### config.mk
export PLATFORM = sky130hd
export DESIGN_NAME = absreg_gen
export DESIGN_NICKNAME = d
export VERILOG_FILES = /design/src/rtl/absreg_gen.sv
export SDC_FILE = /design/constraint.sdc
export NUM_CORES = 1
export LEC_CHECK = 0
export ABC_AREA = 1
export BUFFER_PORTS_ARGS = -buffer_cell sky130_fd_sc_hd__buf_4
export CELL_PAD_IN_SITES_DETAIL_PLACEMENT = 0
export CELL_PAD_IN_SITES_GLOBAL_PLACEMENT = 1
export CORE_UTILIZATION = 23
export DETAILED_ROUTE_END_ITERATION = 10
export GPL_ROUTABILITY_DRIVEN = 1
export PLACE_DENSITY = 0.75
export SETUP_SLACK_MARGIN = 0.3
export SYNTH_ARGS = -nofsm -noshare
export SYNTH_HDL_FRONTEND = slang
export SYNTH_SLANG_ARGS = --single-unit
### constraint.sdc
create_clock -name clk -period 0.8 [get_ports clk]
set_input_delay 0.24 -clock clk [delete_from_list [all_inputs] [get_ports clk]]
set_output_delay 0.24 -clock clk [all_outputs]
set_load 0.03 [all_outputs]
### src/rtl/absreg_gen.sv
module absreg_gen #(
  parameter logic [11:0] DATA_ADDR = 12'h380,
  parameter logic [11:0] PBUF_ADDR = 12'h340,
  parameter logic [15:0] GPR_BASE  = 16'h1000,
  parameter int unsigned GPR_COUNT = 32
) (
  input  logic        clk,
  input  logic        rst_n,
  input  logic        start_i,
  input  logic [31:0] cmd_i,
  input  logic        halted_i,
  output logic [31:0] insn0_o,
  output logic [31:0] insn1_o,
  output logic        done_o,
  output logic        go_set_o,
  output logic        busy_set_o,
  output logic [2:0]  err_o
);
  localparam logic [11:0] ABS_ADDR = PBUF_ADDR - 12'd8;
  localparam logic [20:0] JMP_OFS  = 21'(PBUF_ADDR - (ABS_ADDR + 12'd4));
  localparam logic [2:0]  E_NONE = 3'd0, E_NOTSUP = 3'd2, E_HALT = 3'd4;
  localparam logic [31:0] EBREAK = 32'h0010_0073;

  wire [7:0]  kind  = cmd_i[31:24];
  wire [2:0]  size  = cmd_i[22:20];
  wire        post  = cmd_i[18];
  wire        xfer  = cmd_i[17];
  wire        wr    = cmd_i[16];
  wire [15:0] regno = cmd_i[15:0];
  wire [15:0] rel   = regno - GPR_BASE;
  wire        in_rng = (regno >= GPR_BASE) && ({16'h0, rel} < GPR_COUNT);
  wire [4:0]  gpr   = rel[4:0];
  wire [2:0]  f3    = (size == 3'd3) ? 3'b011 : 3'b010;

  function automatic logic [31:0] ld_op(input logic [4:0] rd, input logic [2:0] fn);
    return {DATA_ADDR, 5'd0, fn, rd, 7'b0000011};
  endfunction

  function automatic logic [31:0] st_op(input logic [4:0] rs, input logic [2:0] fn);
    return {DATA_ADDR[11:5], rs, 5'd0, fn, DATA_ADDR[4:0], 7'b0100011};
  endfunction

  function automatic logic [31:0] jal_op(input logic [20:0] ofs);
    return {ofs[20], ofs[10:1], ofs[11], ofs[19:12], 5'd0, 7'b1101111};
  endfunction

  logic [2:0]  err_n;
  logic [31:0] i0_n;

  always_comb begin
    if (kind != 8'd0)                                      err_n = E_NOTSUP;
    else if (!halted_i)                                    err_n = E_HALT;
    else if (xfer && (!in_rng || (size != 3'd2 && size != 3'd3))) err_n = E_NOTSUP;
    else                                                   err_n = E_NONE;
  end

  always_comb begin
    if (!xfer)   i0_n = st_op(5'd0, 3'b010);
    else if (wr) i0_n = ld_op(gpr, f3);
    else         i0_n = st_op(gpr, f3);
  end

  wire ok = start_i && (err_n == E_NONE);

  always_ff @(posedge clk or negedge rst_n) begin
    if (!rst_n) begin
      insn0_o    <= '0;
      insn1_o    <= '0;
      done_o     <= 1'b0;
      go_set_o   <= 1'b0;
      busy_set_o <= 1'b0;
      err_o      <= E_NONE;
    end else begin
      done_o     <= start_i;
      go_set_o   <= ok;
      busy_set_o <= ok;
      if (start_i) err_o <= err_n;
      if (ok) begin
        insn0_o <= i0_n;
        insn1_o <= post ? jal_op(JMP_OFS) : EBREAK;
      end
    end
  end
endmodule


**Word level (Yosys, flattened, before mapping)**

Index checks and enable logic that the tools add are counted.

- Equality and inequality tests: 3
- Order comparisons: 2
- Reductions and logical operators: 8
- $add $sub $neg: 1
- Mux-type cells: 7

Operator list:

| cell | count |
|---|---|
| 25-bit 2-to-1 mux | 2 |
| 23-bit 2-to-1 mux | 1 |
| 16-bit by 13-bit greater-or-equal comparator with 1-bit output (second input constant) | 1 |
| 16-bit by 6-bit < comparator with 1-bit output (second input constant) | 1 |
| 16-bit by 13-bit subtractor with 16-bit output (second input constant) | 1 |
| 8-bit nonzero test | 1 |
| 3-bit 2-to-1 mux | 2 |
| 3-bit by 2-bit != test with 1-bit output (second input constant) | 2 |
| 1-bit logical AND | 4 |
| 3-bit by 2-bit == test with 1-bit output (second input constant) | 1 |
| 3-bit logical NOT | 1 |
| 2-bit 2-to-1 mux | 1 |
| 1-bit logical NOT | 1 |
| 1-bit logical OR | 1 |
| 1-bit 2-to-1 mux | 1 |

- Input bits: 36
- Flip-flop bits (word level): 69

**Logic depth before layout (Yosys ltp)**

- Depth after elaboration: 11
- Gate-level depth with buffers: 10
- Mapped depth without buffers: 10

**Worst setup path after synthesis**

OpenSTA, ideal clock, no wires.

- Path kind: input-to-reg
- From: in cmd_i[14]
- To: reg insn0_o[11]
- Setup slack: -0.309 ns
- Arrival time: 0.991 ns
- Cell stages on the path: 9
- Setup time: 0.119 ns
- Buffers on the path: 1
- Cells stage by stage: nor2_1 nand2_1 nor2_1 nand2_1 nand2_2 nand3_4 buf_6 nand2_1 o21ai_2

- Word-level cells in the longest chain between the ends: 11
- Elaborated cells between the ends (all ways): 12
- Those cells by class: 1 x add/sub; 2 x order compare; 3 x mux; 6 x reduce/logical

Ends and longest elaborated chain:

| element | line | text |
|---|---|---|
| from (decl) | 10 | `input logic [31:0] cmd_i,` |
| 16-bit by 13-bit subtractor with 16-bit output | 30 | `wire [15:0] rel = regno - GPR_BASE;` |
| 16-bit by 6-bit < comparator with 1-bit output | 31 | `wire in_rng = (regno >= GPR_BASE) && ({16'h0, rel} < GPR_COUNT);` |
| 1-bit logical AND (*) | 31 |  |
| 1-bit logical NOT (*) | 53 | `else if (xfer && (!in_rng \|\| (size != 3'd2 && size != 3'd3))) err_n = E_NOTSUP;` |
| 1-bit logical OR (*) | 53 |  |
| 1-bit logical AND (*) | 53 |  |
| 2-bit 2-to-1 mux (*) | 53 |  |
| 3-bit 2-to-1 mux (*) | 52 | `else if (!halted_i) err_n = E_HALT;` |
| 3-bit 2-to-1 mux (*) | 51 | `if (kind != 8'd0) err_n = E_NOTSUP;` |
| 3-bit logical NOT (*) | 63 | `wire ok = start_i && (err_n == E_NONE);` |
| 1-bit logical AND (*) | 63 |  |
| to (signal assigned) | 79 | `insn0_o <= i0_n;` |
| to (decl) | 12 | `output logic [31:0] insn0_o,` |

Mark *: on every way between the ends. The rest lies on a longest branch, timed or not.
A chain may end at the register's enable or synchronous reset.

==> flow_metrics.py <==
metrics = {
    "cells_and_area": {
        "antenna-diode-count": 0,
        "drive_gt1_share_pct": 69.20,
        "fin_nets": 274,
        "final_core_utilization_pct": 43.45,
        "seqCellArea_sq_um": 501.7,
        "final.fill_count": 539,
        "postLayoutCellArea_sq_mm": 0.002290,
        "layout-area-overhead-vs-synth_pct": 77.33,
        "multi_input_area_sq_um": 675.6,
    },
    "power": {
        "max-vdd-ir-drop_uv": 526.2,
        "fin_total_pwr_mw": 2.264,
        "p_per_area_mw_per_mm2": 988.6,
        "p_leak_nw": 1.120,
        "sequentialPowerShare_pct": 43.3,
        "total_switching_power_mw": 0.7187,
        "power.share.clock_pct": 29.1,
        "power_frac_comb_pct": 27.7,
        "p_int_mw": 1.545,
        "swShare_pct": 31.75,
    },
    "timing": {
        "setup_viol": 49,
        "report.final.slew_viol_count": 0,
        "finalHoldViolCount": 19,
        "unrepaired_setup_endpoints_after_global_routing": "yes",
        "final.hold.worst_slack_ps": -153.5,
        "layout_worst_path_cycle_share_pct": 150.5,
        "period_minus_slack_ps": 1204,
        "fin_ws_ps": -404.1,
        "fmax_ghz": 0.8305,
        "clock-skew-final_ps": 0,
        "fin_tns_setup_ps": -14230,
    },
    "global_route": {
        "grt_pass1_vias": 1011,
        "wire_length_of_the_first_global_routing_pass_mm": 4.843,
        "grt.total_usage_pct": 10.40,
        "initial_antenna_violation_count": 0,
        "grt_overflow": 0,
        "grt_start_max_net_pins": 20,
    },
    "die": {
        "placementRows": 26,
        "fp.dieArea_sq_mm": 0.005917,
        "design.core.area_sq_mm": 0.005270,
        "initial_utilization_pct": 24.50,
        "boundaryPins": 106,
        "die_w_microns": 76.93,
        "vert_die_dim_microns": 76.93,
    },
    "status": {
        "status": "finished, violations left",
        "violations": "negative hold slack, negative setup slack",
    },
    "yosys": {
        "yosysUniqueCellTypes": 14,
        "synth.top_cell.area_share_pct": 36.82,
        "yosys_register_bits": 19,
        "post_synthesis_cell_area_sq_mm": 0.001291,
        "yosys.area.top_type": "sky130_fd_sc_hd__dfrtp_1",
        "syn_area_per_cell_sq_um": 8.331,
        "sequential_cell_area_fraction_in_the_yosys_report_pct": 36.82,
        "synthTopCellsByArea": "sky130_fd_sc_hd__dfrtp_1 37%, sky130_fd_sc_hd__buf_4 30%, sky130_fd_sc_hd__nand2_1 10%, sky130_fd_sc_hd__o21ai_2 8.1%, sky130_fd_sc_hd__nor2_1 3.8%",
        "syn-instance-count": 155,
        "yosys_warning_total": 0,
    },
    "job": {
        "cap_violations": 0,
    },
    "cts": {
        "clk_path_buf_depth": 2,
        "clk-insertion-delay-late_ps": 250,
        "cts.clk_slew.worst_paths_ps": 70,
        "clock_buffers_created_by_tritoncts": 3,
        "cts-htree-levels": 1,
        "cts_tree": "built",
        "tritoncts_num_sinks": 19,
        "clk_root_buf": "sky130_fd_sc_hd__clkbuf_8",
    },
    "worst_setup_path": {
        "crit_type": "flop to output pin",
        "path_delay_family": "flip-flops",
        "worst-endpoint-required_ps": 560,
        "crit_path_cell_trace": "buf_4",
        "cp_slowest_cell": "sky130_fd_sc_hd__dfrtp_4",
        "count_of_buffer_and_inverter_cells_on_the_critical_path": 1,
        "slowest_delay_ps": 530,
        "worst_ep_arrival_time_ps": 960,
        "path_max_fanout": 11,
        "setup.worst_path.end_class": "output pin",
        "startpoint_class_of_the_critical_path": "flop",
    },
    "routing": {
        "totalWireLength_mm": 3.113,
        "detail_route.vias_per_cell": 3.642,
        "wl_per_cell_microns": 10.14,
        "vias": 1118,
        "detail_route.iter0.violations": 46,
        "drtPass1Iterations": 3,
        "drc_errors": 0,
        "drt.antenna.violating_nets": 0,
    },
    "place": {
        "dpl_worst_slack_ps": -465.4,
        "placement_cell_area_sq_mm": 0.001727,
        "place.gp.congestion": 0.7254,
        "final_hpwl_dp_mm": 2.108,
        "port_buffers": 65,
    },
    "hold_path": {
        "hold_path_class": "input port to async pin",
    },
}
==> final timing paths <==
kind	startpoint	end	slack [ps]	cells after the start
setup reg to reg	insn1_o[3]$_DFFE_PN0P_	insn1_o[3]$_DFFE_PN0P_	20	3
max in group asynchronous	rst_n	insn1_o[6]$_DFFE_PN0P_	720	1
hold reg to reg	err_o[2]$_DFFE_PN0P_	err_o[2]$_DFFE_PN0P_	580	2
min in group clk	halted_i	err_o[2]$_DFFE_PN0P_	170	2
hold / removal	rst_n	err_o[1]$_DFFE_PN0P_	-150	1
setup / recovery	insn1_o[6]$_DFFE_PN0P_	insn0_o[28]	-400	1
==> metal layers <==
layer,vias to the layer above,track usage [%],part of all wire (%)
met2,53,19.29,55
met4,0,4.615,1.5
met5,-,0,0
li1,549,-,-
met1,512,11.31,37
met3,4,2.024,6.4
==> metrics by stage <==
step | hold slack, ps | cells
floorplan | -55.59 | 192
global placement | 130.9 | 284
detailed placement | 130.9 | 284
CTS | -149.7 | 300
global route | -133.7 | 307
finish | -153.5 | 307
==> logic make-up (layout without fill, tap and decap cells) <==
group | Yosys count | in the layout | synth area share, %
DFF | 19 | 19 | 36.82
and+or+nand+nor | 56 | 56 | 18.90
buffers and inverters | 65 | 110 | 34.88
AOI/OAI and AO/OA | 14 | 14 | 9.109
other | 1 | 38 | 0.2904
==> sequential cells by signal (all words and copies together) (netlist names) <==
register,count
insn0_o,12
done_o,1
insn1_o,3
err_o,2
busy_set_o,1
==> power by group through the flow <==
stage / registers [mW] / logic, mW / clock network (mW)
final: 0.980 / 0.626 / 0.658
after global routing: 0.980 / 0.667 / 0.722
after CTS: 0.979 / 0.570 / 0.685
after detailed placement: 0.996 / 0.533 / 0
after global placement: 0.996 / 0.531 / 0
after floorplan: 1.02 / 0.452 / 0
==> synth_stat cells <==
master,number
sky130_fd_sc_hd__nand2_2,3
sky130_fd_sc_hd__nor2_4,1
sky130_fd_sc_hd__nand2_1,36
sky130_fd_sc_hd__o21ai_2,12
sky130_fd_sc_hd__nand3_4,1
sky130_fd_sc_hd__a31oi_1,1
sky130_fd_sc_hd__nand4_1,2
sky130_fd_sc_hd__dfrtp_1,19
sky130_fd_sc_hd__buf_4,51
sky130_fd_sc_hd__conb_1,1
sky130_fd_sc_hd__inv_1,12
sky130_fd_sc_hd__nor2_1,13
sky130_fd_sc_hd__o22ai_1,1
sky130_fd_sc_hd__buf_6,2
==> layout by cell type, fill, tap and decap left out, drive strengths merged <==
master / Yosys / layout
buf: 53 / 94
conb: 1 / 38
clkinv: 0 / 1
nand4: 2 / 2
dfrtp: 19 / 19
inv: 12 / 11
o22ai: 1 / 1
clkbuf: 0 / 4
o21ai: 12 / 12
a31oi: 1 / 1
nor2: 14 / 14
nand3: 1 / 1
nand2: 39 / 39
==> layout make-up <==
cell class / instances / share of cell area, %
Sequential cell: 19 / 21.91
Tap cell: 70 / 3.825
Timing Repair Buffer: 94 / 40.60
Inverter: 12 / 2.186
Multi-Input combinational cell: 108 / 29.51
Clock buffer: 4 / 1.967
==> what timing repair did <==
| action | CTS | global route |
|---|---|---|
| endpoints found under the hold margin | 19 | 19 |
| pin swaps | 1 | 15 |
| gates cloned | 3 | 0 |
| buffers inserted | 9 | 7 |
| resized for setup | 41 | 44 |
| endpoints found under the setup margin | 50 | 50 |
(Power assumes the default switching activity.)
